==> config.mk <==
export PLATFORM = sky130hd
export DESIGN_NAME = tri_lane_burst_seq
export DESIGN_NICKNAME = d
export VERILOG_FILES = /design/src/rtl/tlb_pkg.sv /design/src/rtl/tlb_rst_sync.sv /design/src/rtl/tlb_step_timer.sv /design/src/rtl/tlb_seq_fsm.sv /design/src/rtl/tlb_lane_out.sv /design/src/rtl/tri_lane_burst_seq.sv
export SDC_FILE = /design/constraint.sdc
export NUM_CORES = 1
export LEC_CHECK = 0
export BUFFER_PORTS_ARGS = -buffer_cell sky130_fd_sc_hd__buf_2
export CELL_PAD_IN_SITES_DETAIL_PLACEMENT = 0
export CELL_PAD_IN_SITES_GLOBAL_PLACEMENT = 1
export CORE_ASPECT_RATIO = 0.9
export CORE_MARGIN = 2
export CORE_UTILIZATION = 39
export DETAILED_ROUTE_END_ITERATION = 10
export PLACE_DENSITY_LB_ADDON = 0.1
export SLEW_MARGIN = 20
export SYNTH_ARGS = -nofsm -noshare
export SYNTH_HDL_FRONTEND = slang
export SYNTH_SLANG_ARGS = --single-unit
==> constraint.sdc <==
create_clock -name clk -period 1.09 [get_ports clk]
set_input_delay 0.0545 -clock clk [delete_from_list [all_inputs] [get_ports clk]]
set_output_delay 0.0545 -clock clk [all_outputs]
set_load 0.005 [all_outputs]
==> src/rtl/tlb_pkg.sv <==
`timescale 1ns/1ps
package tlb_pkg;

  localparam int SYM_W = 3;
  typedef logic [SYM_W-1:0] sym_t;

  // Symbol values with a fixed meaning on the lane
  localparam sym_t SYM_FILL = 3'd0;
  localparam sym_t SYM_PRE  = 3'd3;
  localparam sym_t SYM_POST = 3'd4;
  localparam sym_t SYM_TOP  = 3'd4;

  localparam int SYNC_LEN = 7;

  // Wire levels, bit 2 = A, bit 1 = B, bit 0 = C
  localparam logic [2:0] LP_REST  = 3'b111;
  localparam logic [2:0] LP_STEP1 = 3'b011;
  localparam logic [2:0] LP_STEP2 = 3'b000;

  typedef enum logic [2:0] {
    ST_IDLE,
    ST_STEP1,
    ST_STEP2,
    ST_PRE,
    ST_SYNC,
    ST_PAY,
    ST_POST
  } seq_st_e;

  // Sync word: value 3 at both ends, value 4 in between
  function automatic sym_t sync_sym(input int unsigned pos);
    return ((pos == 0) || (pos == SYNC_LEN - 1)) ? SYM_PRE : SYM_POST;
  endfunction

endpackage

==> src/rtl/tlb_rst_sync.sv <==
`timescale 1ns/1ps
module tlb_rst_sync #(
  parameter int STAGES = 2
) (
  input  logic clk,
  input  logic rst_n_in,
  output logic rst_n_out
);

  logic [STAGES-1:0] shift_q;

  always_ff @(posedge clk or negedge rst_n_in) begin
    if (!rst_n_in) begin
      shift_q <= '0;
    end else begin
      shift_q <= {shift_q[STAGES-2:0], 1'b1};
    end
  end

  assign rst_n_out = shift_q[STAGES-1];

endmodule

==> src/rtl/tlb_step_timer.sv <==
`timescale 1ns/1ps
module tlb_step_timer #(
  parameter int CNT_W = 8
) (
  input  logic             clk,
  input  logic             rst_n,
  input  logic             load,
  input  logic [CNT_W-1:0] load_len,
  output logic [CNT_W-1:0] count,
  output logic             done
);

  localparam logic [CNT_W-1:0] ONE = CNT_W'(1);

  logic [CNT_W-1:0] cnt_q;
  logic [CNT_W-1:0] cnt_d;
  logic             cnt_en;

  // A length of zero is treated as one cycle
  always_comb begin
    cnt_en = load || (cnt_q != '0);
    if (load) begin
      cnt_d = (load_len == '0) ? '0 : (load_len - ONE);
    end else begin
      cnt_d = cnt_q - ONE;
    end
  end

  always_ff @(posedge clk or negedge rst_n) begin
    if (!rst_n) begin
      cnt_q <= '0;
    end else if (cnt_en) begin
      cnt_q <= cnt_d;
    end
  end

  assign count = cnt_q;
  assign done  = (cnt_q == '0);

endmodule

==> src/rtl/tlb_seq_fsm.sv <==
`timescale 1ns/1ps
module tlb_seq_fsm
  import tlb_pkg::*;
#(
  parameter int CNT_W = 8
) (
  input  logic             clk,
  input  logic             rst_n,
  input  logic             sym_valid,
  input  logic             sym_last,
  input  logic [CNT_W-1:0] cfg_lp_len,
  input  logic [CNT_W-1:0] cfg_pre_len,
  input  logic [CNT_W-1:0] cfg_post_len,
  input  logic             step_done,
  output seq_st_e          state,
  output logic             tmr_load,
  output logic [CNT_W-1:0] tmr_len,
  output logic             sym_ready
);

  localparam logic [CNT_W-1:0] SYNC_CNT = CNT_W'(SYNC_LEN);

  seq_st_e st_q;
  seq_st_e st_d;

  always_comb begin
    st_d     = st_q;
    tmr_load = 1'b0;
    tmr_len  = '0;
    unique case (st_q)
      ST_IDLE: begin
        if (sym_valid) begin
          st_d     = ST_STEP1;
          tmr_load = 1'b1;
          tmr_len  = cfg_lp_len;
        end
      end
      ST_STEP1: begin
        if (step_done) begin
          st_d     = ST_STEP2;
          tmr_load = 1'b1;
          tmr_len  = cfg_lp_len;
        end
      end
      ST_STEP2: begin
        if (step_done) begin
          st_d     = ST_PRE;
          tmr_load = 1'b1;
          tmr_len  = cfg_pre_len;
        end
      end
      ST_PRE: begin
        if (step_done) begin
          st_d     = ST_SYNC;
          tmr_load = 1'b1;
          tmr_len  = SYNC_CNT;
        end
      end
      ST_SYNC: begin
        if (step_done) begin
          st_d = ST_PAY;
        end
      end
      ST_PAY: begin
        if (sym_valid && sym_last) begin
          st_d     = ST_POST;
          tmr_load = 1'b1;
          tmr_len  = cfg_post_len;
        end
      end
      ST_POST: begin
        if (step_done) begin
          st_d = ST_IDLE;
        end
      end
      default: st_d = ST_IDLE;
    endcase
  end

  always_ff @(posedge clk or negedge rst_n) begin
    if (!rst_n) begin
      st_q <= ST_IDLE;
    end else begin
      st_q <= st_d;
    end
  end

  assign state     = st_q;
  assign sym_ready = (st_q == ST_PAY);

endmodule

==> src/rtl/tlb_lane_out.sv <==
`timescale 1ns/1ps
module tlb_lane_out
  import tlb_pkg::*;
#(
  parameter int CNT_W = 8
) (
  input  logic             clk,
  input  logic             rst_n,
  input  seq_st_e          state,
  input  logic [CNT_W-1:0] step_count,
  input  logic             sym_valid,
  input  sym_t             sym_data,
  output logic [2:0]       lp_wire,
  output logic             hs_en,
  output sym_t             hs_sym,
  output logic             sym_err
);

  localparam logic [CNT_W-1:0] SYNC_LAST = CNT_W'(SYNC_LEN - 1);

  logic [2:0]       lp_d;
  logic             hs_d;
  sym_t             sym_d;
  logic             err_d;
  logic             bad_sym;
  logic [CNT_W-1:0] sync_pos;

  assign bad_sym  = (sym_data > SYM_TOP);
  assign sync_pos = SYNC_LAST - step_count;

  always_comb begin
    lp_d  = LP_STEP2;
    hs_d  = 1'b1;
    sym_d = SYM_FILL;
    err_d = 1'b0;
    unique case (state)
      ST_IDLE: begin
        lp_d = LP_REST;
        hs_d = 1'b0;
      end
      ST_STEP1: begin
        lp_d = LP_STEP1;
        hs_d = 1'b0;
      end
      ST_STEP2: begin
        hs_d = 1'b0;
      end
      ST_PRE:  sym_d = SYM_PRE;
      ST_SYNC: sym_d = sync_sym(32'(sync_pos));
      ST_PAY: begin
        if (sym_valid) begin
          sym_d = bad_sym ? SYM_FILL : sym_data;
          err_d = bad_sym;
        end
      end
      ST_POST: sym_d = SYM_POST;
      default: begin
        lp_d = LP_REST;
        hs_d = 1'b0;
      end
    endcase
  end

  always_ff @(posedge clk or negedge rst_n) begin
    if (!rst_n) begin
      lp_wire <= LP_REST;
      hs_en   <= 1'b0;
      hs_sym  <= SYM_FILL;
      sym_err <= 1'b0;
    end else begin
      lp_wire <= lp_d;
      hs_en   <= hs_d;
      hs_sym  <= sym_d;
      sym_err <= err_d;
    end
  end

endmodule

==> src/rtl/tri_lane_burst_seq.sv <==
`timescale 1ns/1ps
module tri_lane_burst_seq
  import tlb_pkg::*;
#(
  parameter int CNT_W    = 8,
  parameter int RST_SYNC = 2
) (
  input  logic             clk,
  input  logic             rst_n,
  input  logic [CNT_W-1:0] cfg_lp_len,
  input  logic [CNT_W-1:0] cfg_pre_len,
  input  logic [CNT_W-1:0] cfg_post_len,
  input  logic             sym_valid,
  input  logic [2:0]       sym_data,
  input  logic             sym_last,
  output logic             sym_ready,
  output logic [2:0]       lp_wire,
  output logic             hs_en,
  output logic [2:0]       hs_sym,
  output logic             sym_err
);

  logic             rst_core_n;
  seq_st_e          state;
  logic             tmr_load;
  logic [CNT_W-1:0] tmr_len;
  logic [CNT_W-1:0] tmr_count;
  logic             tmr_done;

  tlb_rst_sync #(.STAGES(RST_SYNC)) u_rst_sync (
    .clk       (clk),
    .rst_n_in  (rst_n),
    .rst_n_out (rst_core_n)
  );

  tlb_step_timer #(.CNT_W(CNT_W)) u_timer (
    .clk      (clk),
    .rst_n    (rst_core_n),
    .load     (tmr_load),
    .load_len (tmr_len),
    .count    (tmr_count),
    .done     (tmr_done)
  );

  tlb_seq_fsm #(.CNT_W(CNT_W)) u_fsm (
    .clk          (clk),
    .rst_n        (rst_core_n),
    .sym_valid    (sym_valid),
    .sym_last     (sym_last),
    .cfg_lp_len   (cfg_lp_len),
    .cfg_pre_len  (cfg_pre_len),
    .cfg_post_len (cfg_post_len),
    .step_done    (tmr_done),
    .state        (state),
    .tmr_load     (tmr_load),
    .tmr_len      (tmr_len),
    .sym_ready    (sym_ready)
  );

  tlb_lane_out #(.CNT_W(CNT_W)) u_out (
    .clk        (clk),
    .rst_n      (rst_core_n),
    .state      (state),
    .step_count (tmr_count),
    .sym_valid  (sym_valid),
    .sym_data   (sym_data),
    .lp_wire    (lp_wire),
    .hs_en      (hs_en),
    .hs_sym     (hs_sym),
    .sym_err    (sym_err)
  );

endmodule

**Yosys cells after proc, flatten, opt, wreduce, memory -nomap -nowiden**

Index checks and enable logic that the tools add are counted.

- Bits in registers: 21
- Bits in latches: 0
- Bits in writable memories: 0
- Memory bits (read-only): 0
- Output and inout port bits: 9
- Memories: 0

- $add $sub $neg: 3
- Multipliers: 0
- Divide/modulo/power cells: 0
- $lt $le $gt $ge: 1
- Equality and inequality tests: 14
- Shift operators: 0
- Multiplexer cells: 28
- Bitwise operators: 0
- Reduce and logical (&&, ||, !) cells: 12

Operator list:

| cell | number |
|---|---|
| $mux 8 | 6 |
| $pmux 8 s5 | 1 |
| $mux 3 | 11 |
| $logic_not 8->1 | 3 |
| $pmux 3 s7 | 1 |
| $sub 8x1->8 const B | 2 |
| $ne 2x2->1 const B | 6 |
| $pmux 3 s4 | 1 |
| $eq 3x3->1 const B | 3 |
| $eq 8x3->1 const B | 1 |
| $reduce_bool 8->1 | 1 |
| $sub 3x8->8 const A | 1 |
| $reduce_and 7->1 | 1 |
| $eq 3x2->1 const B | 2 |
| $mux 1 | 6 |
| $pmux 3 s2 | 1 |
| $reduce_or 5->1 | 1 |
| $reduce_or 4->1 | 1 |
| $eq 3x1->1 const B | 1 |
| $gt 3x3->1 const B | 1 |
| $logic_not 3->1 | 1 |
| $pmux 1 s3 | 1 |
| $reduce_or 3->1 | 1 |
| $logic_or 1x1->1 | 2 |
| other kinds (2) | 2 |

**Longest topological paths before layout**

Gate-level depths: netlist (run 1).

- Word-level depth: 6
- Depth in mapped cells: 11
- Depth with buffers taken out: 10

**By module**

Synthesis (run 1) repeated with hierarchy kept, for this count alone.

- Cells, all modules: 165
- Area total of the unflattened synthesis: 1497.7 um^2

Modules (own cells, without submodules):

| module | times used | cells an instance | area each (um^2) | seq. area each (um^2) |
|---|---|---|---|---|
| tlb_step_timer | 1 | 66 | 631.9 | 200.2 |
| tlb_seq_fsm | 1 | 65 | 480.5 | 75.1 |
| tlb_lane_out | 1 | 31 | 331.6 | 177.7 |
| tlb_rst_sync | 1 | 3 | 53.8 | 50.0 |

**Worst setup path before layout (run 1)**

No wires, ideal clock.

- Path type: register -> register
- Start point: reg u_timer.cnt_q[3] (netlist: u_timer.count[3])
- End point: reg u_timer.cnt_q[7] (netlist: u_timer.count[7])
- Data arrival time: 2.802 ns
- Data required time: 1.010 ns
- Path slack: -1.793 ns
- Cell stages (with the launch flop): 10
- Buffers on the path: 1
- Clock period less this slack: 2.883 ns
- Cell sequence: dfrtp_1 -> buf_2 -> or4_1 -> nor4_2 -> a222oi_1 -> o21a_1 -> ha_1 -> or3_1 -> or4_1 -> o211ai_2

- Cells in the longest elaborated chain, start to end: 6
- Elaborated cells on any way between the ends: 14

Ends and longest elaborated chain:

| what | RTL line | text |
|---|---|---|
| start, declared | tlb_step_timer.sv:15 | `logic [CNT_W-1:0] cnt_q;` |
| start signal, assigned | tlb_step_timer.sv:33 | `cnt_q <= cnt_d;` |
| $logic_not 8->1 | tlb_step_timer.sv:38 | `assign done = (cnt_q == '0);` |
| $mux 3, or another cell as far along | tlb_seq_fsm.sv:53 | `if (step_done) begin` |
| $pmux 8 s5 | tlb_seq_fsm.sv:30 | `unique case (st_q)` |
| $sub 8x1->8 / $logic_not 8->1 (equally long branches) | tlb_step_timer.sv:23 | `cnt_d = (load_len == '0) ? '0 : (load_len - ONE);` |
| $mux 8 | tlb_step_timer.sv:23 |  |
| $mux 8 | tlb_step_timer.sv:22 | `if (load) begin` |

Parallel ways exist; a longest one is shown, timed or not.
A chain may end at the register's enable or synchronous reset.

**Worst setup path in the final report (run 1)**

- Start point: reg u_fsm.st_q[2] (netlist: u_fsm.state[2])
- End point: reg u_timer.cnt_q[7] (netlist: u_timer.count[7])

- Cells in the longest elaborated chain, start to end: 5
- Elaborated cells on any way between the ends: 13

Ends and longest elaborated chain:

| what | RTL line | text |
|---|---|---|
| start, declared | tlb_seq_fsm.sv:23 | `seq_st_e st_q;` |
| start signal, assigned | tlb_seq_fsm.sv:84 | `st_q <= st_d;` |
| $eq 3x3->1, or another cell as far along | tlb_seq_fsm.sv:30 |  |
| $pmux 8 s5 | tlb_seq_fsm.sv:30 |  |
| $sub 8x1->8 / $logic_not 8->1 (equally long branches) | tlb_step_timer.sv:23 |  |
| $mux 8 | tlb_step_timer.sv:23 |  |
| $mux 8 | tlb_step_timer.sv:22 |  |

Parallel ways exist; a longest one is shown, timed or not.

==> results.md, run 1 <==
* Outcome: finished with violations
* Violated checks: setup timing
* Cell Pwr Density at 2290 mW/mm^2
* CP Buf/Inv Count at 0
* Hold path depth at 2
* Peak VDD IR at 1150 uV
* Drt drc at 0
* Final Setup Violations at 18
* 1st-pass router iterations at 4
* Worst Setup SP: u_fsm.state[2]
* Final hold slack at 0.00963 ns
* Overall die width at 70.8 microns
* Yosys cell types at 55
* Syn_nets at 214
* Final Max Slew Viols at 0
* Yosys warns at 0
* Critical Path AT at 2.90 ns
* Clock Tree Buf Depth at 2
* Clock-pin slew on the worst setup and hold paths at 0.08 ns
* Post-synthesis async set-or-reset flop share at 100%
* Most common cell on crit path: or4_4
* Final std cells w/o fill at 342
* Place WS at -1.60 ns
* Commonest non-fill, non-tap cell in the layout: buf_4
* HP Class: in -> reg
* Routed via count at 1891
* CP max stage delay at 0.57 ns
* Nets at 334
* Cell count of the worst reg-to-reg path at 7
* Cells after DPL at 314
* RSZ-0062 raised after global routing: yes
* Initial antenna violation count at 0
* GRT Resource Usage Total at 23.3%
* Final Util at 72.9%
* Capturing point of the worst reg2reg path: u_timer.count[7]
* Yosys reg bits at 20
* Most used flip-flop cell after synthesis: dfrtp_1
* Hold Crit Endpoint: u_out.hs_sym[2]
* Post-DP HPWL at 3690 microns
* Final worst slack at -1.62 ns
* Post-layout min period at 2.71 ns
* Tcrit/Tclk final at 248%
* Die height at 64.1 microns
* Worst skew pair latency at 0.26 ns
* EDFF count, synth at 0
* Clock root cell: clkbuf_8
* First-pass GRT wire length at 8410 microns
* CP Cell Sequence: or4_4 -> or4_4 -> o21a_1 -> ha_2 -> or3_1 -> or4_4 -> o211ai_2
* ANT cells at 0
* Via count of the first global-routing pass at 1844
* Port Buffers at 39
* Largest net degree at the start of global routing at 19
* Post-DR vias/cell at 5.53
* Seq/Total Area, Yosys at 32.2%
* Startpoint Class: flip-flop
* 1st-iter DRT viols at 117
* Commonest cells after routing, fill and taps aside: buf_4, buf_2, dfrtp_1
* Filler cell count in the final layout at 269
* Overflow after GRT at 0
* Crit-path slowest cell: or4_4
* LEAKAGE at 1.33 nW
* I/O pin cnt at 40
* Core box area at 0.00378 sq mm
* Placed Area at 0.00228 sq mm
* CP top delay family: simple AND/OR/NAND/NOR gates
* TritonCTS clock tree: built
* Worst Skew at 0.00470 ns
* Area delta synth->final at 76.4%
* Number of H-tree levels at 1
* Share of post-route cells with drive strength above 1 at 59.1%
* Crit Path Category: reg -> reg
* Starting Density at 41.3%
* Avg WL per Cell at 15.9 microns
* Max-cap viol count at 0
* GPL Wtd Cong at 0.886
* Crit Reg-Reg Startpoint: u_fsm.state[2]
* Rows at 21
* Hold path startpoint: sym_data[1]
* CP max FO at 2
* Fmax at 0.370 GHz
* Endpoint class of the critical path: flip-flop
* Final WL at 5450 microns
* Routed Antenna Nets at 0
* Post-Syn Area at 0.00156 sq mm
* Clk sinks at 20
* CTS Buf Count at 3
* Final Hold Fails at 0
* Syn_area_per_cell at 8.84 sq um
* Reg2reg setup slack at -1.62 ns
* Syn Inst Count at 177
* Die area at 0.00453 sq mm
* Critical Path RT at 1.28 ns
* Post-Layout Inst Area at 0.00276 sq mm
per-stage QoR:
| step | total power [mW] | setup TNS (ns) |
|---|---|---|
| floorplan | 3.30 | -13.95 |
| global placement | 4.54 | -14.92 |
| detailed placement | 4.66 | -15.67 |
| CTS | 5.93 | -15.43 |
| global route | 6.71 | -18.38 |
| finish | 6.32 | -16.83 |
routing by layer:
metal | GRT usage [%] | vias up | wire length, microns
li1 | - | 903 | -
met1 | 28.6 | 896 | 2290
met2 | 42.1 | 75 | 2750
met3 | 2.52 | 17 | 246
met4 | 8.25 | 0 | 164
met5 | 0 | - | 0
logic make-up after synthesis:
family,share of synthesized area (%)
AO/OA/AOI/OAI,25.0
XOR/XNOR,6.16
adder cells (fa/ha/maj),5.44
buffers and inverters,5.68
flip-flops,32.2
other,0.240
AND/OR/NAND/NOR,25.3
sequential cells by signal (all words and copies together) (netlist names):
name / flops
u_fsm.state: 3
u_rst_sync.shift_q: 2
u_out.hs_sym: 3
u_out.sym_err: 1
u_out.hs_en: 1
u_out.lp_wire: 2
u_timer.count: 8
layout make-up:
class,instances,area [sq um],area share [%]
inverters,6,22.5,0.816
multi-input cells,141,1220,44.1
clock buffers,4,45.0,1.63
well taps,46,57.6,2.09
repair buffers,125,911,33.0
flip-flops and latches,20,507,18.4
power breakdown:
part | switching, mW | internal [mW]
clock network | 0.256 | 0.261
registers | 0.205 | 1.05
logic | 2.13 | 2.42
total | 2.59 | 3.73
cells in the mapped netlist (all sizes together) (2+ instances only):
cell type,count,area [sq um]
nand4,2,18.8
o22ai,2,12.5
and2,2,15.0
or3,3,18.8
nand3,10,50.1
buf,6,51.3
nor4,3,40.0
ha,6,75.1
nor2,15,56.3
and3,2,12.5
o21ai,9,45.0
a21o,2,15.0
xor2,2,17.5
a211oi,3,22.5
dfstp,2,52.6
or2,2,12.5
clkbuf,4,15.0
o311ai,2,17.5
nor2b,3,26.3
a21oi,4,20.0
inv,6,22.5
nand3b,2,15.0
o211ai,3,27.5
or4,3,22.5
o31ai,6,45.0
nand2b,3,18.8
dfrtp,18,450
a222oi,6,60.1
nand2,14,52.6
xnor2,9,78.8
a22oi,2,15.0
nor3,4,20.0
a22o,5,43.8
worst reg2reg max path, cell delays in order (launching register included):
cell	delay, ns
dfrtp_1	0.39
or4_4	0.57
or4_4	0.44
o21a_1	0.20
ha_2	0.18
or3_1	0.37
or4_4	0.42
o211ai_2	0.07
timing repair:
action                                  CTS  global route
setup buffers                            13            18
pin swaps                                11             7
cloned                                    0             0
hold endpoints to repair                  2             0
resized for setup                        46            17
hold buffers                              1             0
endpoints found under the setup margin   18            18
how the worst max path moves through the flow:
stage | depth (start not counted) | endpoint
5_1_grt | 13 | u_timer.count[3]
2_1_floorplan | 8 | u_timer.count[7]
3_3_place_gp | 7 | u_timer.count[7]
6_report | 7 | u_timer.count[7]
4_1_cts | 7 | u_timer.count[7]
3_5_place_dp | 7 | u_timer.count[7]
Note: power is estimated with default switching activity, not from simulation.
==> inputs of run 2 (changes only) <==
--- a/config.mk
+++ b/config.mk
@@ -5,12 +5,13 @@
 export SDC_FILE = /design/constraint.sdc
 export NUM_CORES = 1
 export LEC_CHECK = 0
+export ABC_AREA = 1
 export BUFFER_PORTS_ARGS = -buffer_cell sky130_fd_sc_hd__buf_2
 export CELL_PAD_IN_SITES_DETAIL_PLACEMENT = 0
 export CELL_PAD_IN_SITES_GLOBAL_PLACEMENT = 1
 export CORE_ASPECT_RATIO = 0.9
 export CORE_MARGIN = 2
-export CORE_UTILIZATION = 39
+export CORE_UTILIZATION = 37
 export DETAILED_ROUTE_END_ITERATION = 10
 export PLACE_DENSITY_LB_ADDON = 0.1
 export SLEW_MARGIN = 20
==> run 2 against run 1 <==
The run still ends with setup timing left. Synthesized area increased by 12%. Sequential cell count unchanged. Fmax increased by 40%. First-iteration DRC count decreased by 20%. Largest cell class unchanged. Worst setup slack improved by 0.77 ns. Final area increased by 11%. Synthesized cell count increased by 61%. Register-to-register slack improved by 0.77 ns. Via count increased by 16%. Wire length increased by 4.8%. Largest power group unchanged. Highest routed layer unchanged. Sequential share of layout area decreased by 1.9 points.
==> results.md, run 2 <==
* Commonest cells after routing, fill and taps aside: nand2_1, buf_4, buf_2
* Critical Path RT at 1.28 ns
* Via count of the first global-routing pass at 2055
* Capturing point of the worst reg2reg path: u_timer.count[7]
* Avg WL per Cell at 12.2 microns
* Clock power frac at 8.9%
* Endpoint class of the critical path: flip-flop
* EDFF count, synth at 0
* Place WS at -0.925 ns
* Critical Path AT at 2.12 ns
* Drt drc at 0
* Yosys reg bits at 20
* Die height at 69.4 microns
* Routed via count at 2198
* Crit-path slowest cell: dfrtp_1
* Setup crit end: u_timer.count[7]
* Seq/Total Area, Yosys at 28.6%
* Routed Antenna Nets at 0
* Cell count of the worst reg-to-reg path at 14
* Post-synthesis async set-or-reset flop share at 100%
* Yosys cell types at 29
* P_int at 4.58 mW
* Crit Reg-Reg Startpoint: u_timer.count[0]
* Clock-pin slew on the worst setup and hold paths at 0.08 ns
* Final Util at 68.0%
* ANT cells at 0
* Yosys warns at 0
* Worst Setup SP: u_timer.count[0]
* CP Buf/Inv Count at 3
* RSZ-0062 raised after global routing: yes
* Post-layout min period at 1.94 ns
* Routed wl met3 at 172 microns
* CP Cell Sequence: inv_2 -> ha_4 -> nand3_4 -> nor2_4 -> buf_12 -> nand2_4 -> inv_2 -> nor2_4 -> ha_4 -> nand3_4 -> nor2_4 -> nor2_4 -> nand3_2 -> a21oi_2
* Filler cell count in the final layout at 394
* Reg2reg setup slack at -0.85 ns
* HP Class: in -> reg
* Commonest non-fill, non-tap cell in the layout: nand2_1
* Leading area contributor after synthesis: dfrtp_1
* Violated checks: setup timing
* Syn_area_per_cell at 6.16 sq um
* Top routing layer in use: met4
* Fmax at 0.517 GHz
* Area delta synth->final at 74.9%
* Peak VDD IR at 940 uV
* Most common cell on crit path: nor2_4
* GPL Wtd Cong at 0.852
* Post-DR vias/cell at 4.68
* Max reg flops at 8
* Clock root cell: clkbuf_8
* Tcrit/Tclk final at 178%
* 1st-pass router iterations at 5
* Post-DP HPWL at 4220 microns
* Multi-input logic area at 0.00138 sq mm
* Max-cap viol count at 0
* Syn Inst Count at 285
* I/O pin cnt at 40
* Final Setup Violations at 18
* Overflow after GRT at 0
* 1st-iter DRT viols at 94
* Clock Tree Buf Depth at 2
* Startpoint Class: flip-flop
* Seq pwr share at 16.7%
* Flip-flop and latch area at 505 sq um
* Rows at 23
* GRT Resource Usage Total at 20.0%
* Starting Density at 38.9%
* Final WL at 5710 microns
* Clk sinks at 20
* Metal1 wirelength at 2720 microns
* Number of H-tree levels at 1
* Core box area at 0.00452 sq mm
* Final Max Slew Viols at 0
* Worst Skew at 0.00369 ns
* Final worst slack at -0.846 ns
* Sw frac at 44.1%
* Die area at 0.00532 sq mm
* Most used flip-flop cell after synthesis: dfrtp_1
* Overall die width at 76.6 microns
* Syn_nets at 322
* TritonCTS clock tree: built
* Commonest cells post-synth: nand2_1, nor2_1, inv_1
* Crit Path Category: reg -> reg
* First-pass GRT wire length at 8900 microns
* Dominant cells by area after synthesis: dfrtp_1, nand2_1, nor2_1
* Top cell type's share of synthesized area at 25.6%
* Share of post-route cells with drive strength above 1 at 51.0%
* CP max stage delay at 0.40 ns
* Port Buffers at 39
* Worst skew pair latency at 0.25 ns
* CTS Buf Count at 3
* CP max FO at 7
* Largest net degree at the start of global routing at 19
* Post-Syn Area at 0.00176 sq mm
* Comb pwr share at 74.3%
* Psw at 3.61 mW
* CP top delay family: simple AND/OR/NAND/NOR gates
* Cell Pwr Density at 2660 mW/mm^2
* Outcome: finished with violations
* Final Hold Fails at 0
* Most common cell in the netlist: nand2_1
* Nets at 446
* WP depth at 14
* Metal2 WL at 2790 microns
* Power consumption at 8.18 mW
* LEAKAGE at 1.63 nW
* Initial antenna violation count at 0
-- run 2: cell types whose count changed after synthesis, sizes merged, moves of 5 or more --
cell	change
a21oi	+8
a222oi	-6
a22o	-5
inv	+27
nand2	+79
nand3	+18
nor2	+35
o21ai	+7
o31ai	-5
xnor2	-8
-- run 2: timing repair --
item	CTS	global route
setup buffers	8	13
pin swaps	15	21
setup endpoints to repair	17	17
gates resized for setup	36	47
hold buffers	1	0
hold endpoints to repair	2	0
-- run 2: routing by layer --
metal / global-route usage [%] / vias up
met2: 36.1 / 41
met4: 2.42 / 0
met1: 26.1 / 1001
met3: 2.60 / 2
met5: 0 / -
li1: - / 1154
-- run 2: cells by family (layout without fill, tap and decap cells) --
kind of cell / Yosys count / after routing / synth area share (%)
and+or+nand+nor: 182 / 182 / 45.6
adders and majority gates: 6 / 6 / 4.27
buffers and inverters: 40 / 163 / 9.54
other: 1 / 1 / 0.213
DFF: 20 / 20 / 28.6
xor gates and xnor gates: 4 / 4 / 1.99
AOI/OAI and AO/OA: 32 / 32 / 9.76
-- run 2: worst reg2reg max path, delay by kind of cell, from the launching register on --
family / cells / cell delay (ns)
AOI/OAI and AO/OA: 1 / 0.13
adders and majority gates: 2 / 0.31
buffers and inverters: 3 / 0.28
DFF: 1 / 0.40
and+or+nand+nor: 8 / 0.76
-- run 2: worst min-delay path by stage --
| stage | from | end | slack, ns | depth (start not counted) |
|---|---|---|---|---|
| finish | sym_data[1] | u_out.hs_sym[1] | 0.06 | 3 |
| global route | sym_data[2] | u_out.hs_sym[2] | 0.06 | 3 |
| CTS | sym_data[1] | u_out.hs_sym[1] | 0.05 | 3 |
| detailed placement | rst_n | u_rst_sync.shift_q[1] | -0.16 | 1 |
| global placement | rst_n | u_rst_sync.shift_q[1] | -0.16 | 1 |
| floorplan | rst_n | u_rst_sync.shift_q[0] | -0.24 | 0 |
-- run 2: power groups by stage --
stage / registers (mW) / clock network [mW] / logic (mW)
final: 1.37 / 0.730 / 6.08
after global routing: 1.40 / 0.778 / 6.67
after CTS: 1.34 / 0.751 / 5.37
after detailed placement: 1.33 / 0 / 4.80
after global placement: 1.32 / 0 / 4.75
after floorplan: 1.31 / 0 / 2.76
-- run 2: final cells by class --
| class | count | area share, % |
|---|---|---|
| well taps | 62 | 2.52 |
| clock buffers | 3 | 1.34 |
| inverters | 34 | 4.23 |
| multi-input cells | 225 | 44.8 |
| clock inverters | 1 | 0.977 |
| flip-flops and latches | 20 | 16.4 |
| repair buffers | 125 | 29.6 |
-- run 2: per-stage QoR --
| stage | hold slack (ns) | area (sq um) | std cells | setup TNS (ns) |
|---|---|---|---|---|
| 3_3_place_gp | -0.160 | 2590 | 449 | -9.70 |
| 4_1_cts | 0.0457 | 2850 | 461 | -8.90 |
| 5_1_grt | 0.0620 | 3070 | 470 | -11.63 |
| 3_5_place_dp | -0.157 | 2590 | 449 | -10.10 |
| 2_1_floorplan | -0.241 | 1830 | 285 | -7.87 |
| 6_report | 0.0561 | 3070 | 470 | -9.94 |
==> inputs of run 3 (changes only) <==
--- a/config.mk
+++ b/config.mk
@@ -14,6 +14,7 @@
 export CORE_UTILIZATION = 37
 export DETAILED_ROUTE_END_ITERATION = 10
 export PLACE_DENSITY_LB_ADDON = 0.1
+export RECOVER_POWER = 100
 export SLEW_MARGIN = 20
 export SYNTH_ARGS = -nofsm -noshare
 export SYNTH_HDL_FRONTEND = slang
==> run 3 against run 2 <==
The flow still finishes with violations (setup timing). Worst setup slack is the same. Wire length is essentially flat. Final area shrank 0.20%. Sequential cell count stayed put. Sequential share of layout area about the same. Highest routed layer unchanged.
==> results.md, run 3 (synthesis gave the netlist of run 2 again) <==
* Avg WL per Cell at 12.1 microns
* Met3 GRT Util at 2.60%
* Crit Reg-Reg Startpoint: u_timer.count[0]
* Clock root cell: clkbuf_8
* Violated checks: setup timing
* Setup TNS at -9.94 ns
* Tcrit/Tclk final at 178%
* Max reg flops at 8
* Final WL at 5710 microns
* Routed via count at 2196
* Number of H-tree levels at 1
* Busiest grt layer: met2
* Die height at 69.4 microns
* Final hold slack at 0.0562 ns
* Cell count of the worst reg-to-reg path at 14
* LEAKAGE at 1.62 nW
* Routed Antenna Nets at 0
* GPL Wtd Cong at 0.852
* Die area at 0.00532 sq mm
* Post-DR vias/cell at 4.67
* I/O pin cnt at 40
* Worst Setup SP: u_timer.count[0]
* TritonCTS clock tree: built
* Endpoint class of the critical path: flip-flop
* Port Buffers at 39
* Max-cap viol count at 0
* Initial antenna violation count at 0
* Cell Pwr Density at 2660 mW/mm^2
* Clock-pin slew on the worst setup and hold paths at 0.07 ns
* Post-layout min period at 1.94 ns
* Place WS at -0.925 ns
* Fmax at 0.517 GHz
* Worst Skew at 0.00358 ns
* Overflow after GRT at 0
* Overall die width at 76.6 microns
* Worst skew pair latency at 0.25 ns
* GRT Resource Usage Total at 20.0%
* Met2 Track Usage GR at 36.1%
* Hold path startpoint: sym_data[1]
* Peak VDD IR at 940 uV
* Post-DP HPWL at 4220 microns
* Via count of the first global-routing pass at 2055
* CTS Buf Count at 3
* CP max FO at 7
* ANT cells at 0
* Met1 Track Usage GR at 26.1%
* Startpoint Class: flip-flop
* Area delta synth->final at 74.6%
* Final Max Slew Viols at 0
* 1st-iter DRT viols at 97
* Crit Path Category: reg -> reg
* Starting Density at 38.9%
* Final Hold Fails at 0
* Critical Path RT at 1.28 ns
* Cells after DPL at 449
* Nets at 446
* First-pass GRT wire length at 8900 microns
* Core box area at 0.00452 sq mm
* Commonest non-fill, non-tap cell in the layout: nand2_1
* RSZ-0062 raised after global routing: yes
* Final std cells w/o fill at 470
* Share of post-route cells with drive strength above 1 at 50.2%
* Final Setup Violations at 18
* Critical Path AT at 2.12 ns
* Final worst slack at -0.846 ns
* Drt drc at 0
* Clock Tree Buf Depth at 2
* Clk sinks at 20
* Outcome: finished with violations
* Largest net degree at the start of global routing at 19
* Hold path depth at 3
* 1st-pass router iterations at 5
* Commonest cells after routing, fill and taps aside: nand2_1, buf_4, buf_2
* Rows at 23
* HP Class: in -> reg
## run 3: changes by cell type in the layout (fill, tap and decap cells not counted), sizes merged
| cell | change |
|---|---|
| buf | -4 |
| clkbuf | +4 |
## run 3: cell type report
class                   instances  area (sq um)
multi-input cells             225          1380
flip-flops and latches         20           505
well taps                      62          77.6
clock inverters                 1          30.0
fillers                       396          1450
clock buffers                   3          41.3
repair buffers                125           905
inverters                      34           130
## run 3: repair_timing
action                     in CTS  in global routing
setup buffers                   8                 13
setup endpoints to repair      17                 17
hold endpoints to repair        2                  0
pin swaps                      15                 21
hold buffers                    1                  0
resized for setup              36                 47
## run 3: routing by layer
metal	vias up	wire length [microns]	share of wire, %
met2	41	2790	49
li1	1154	-	-
met5	-	0	0
met4	0	27	0.47
met1	999	2720	48
met3	2	173	3.0
## run 3: worst max-delay path, stage by stage, from the launching register on
cell and delay (ns):
dfrtp_1 0.40, inv_2 0.08, ha_4 0.14, nand3_4 0.08, nor2_4 0.13, buf_12 0.14
nand2_4 0.05, inv_2 0.06, nor2_4 0.05, ha_4 0.16, nand3_4 0.07, nor2_4 0.05
nor2_4 0.22, nand3_2 0.11, a21oi_2 0.13
## run 3: path summary, 6_finish.rpt
path | to | slack, ns
worst min register to register | u_out.hs_sym[0] | 0.27
max in group asynchronous | u_out.lp_wire[2] | 0.48
worst min-delay path | u_out.hs_sym[1] | 0.06
min in group asynchronous | u_rst_sync.shift_q[1] | 0.11
worst max-delay path | u_timer.count[7] | -0.85
worst max register to register | u_timer.count[7] | -0.85
## run 3: through the flow
stage               area (sq um)  util (%)  power, mW
global route                3070      67.9       8.83
finish                      3070      67.9       8.17
detailed placement          2590      57.3       6.13
global placement            2590      57.3       6.08
CTS                         2850      63.0       7.46
floorplan                   1830         -       4.07
## run 3: power by group
group / switching [mW] / internal (mW)
Clock: 0.240 / 0.490
Sequential: 0.274 / 1.10
Combinational: 3.09 / 2.98
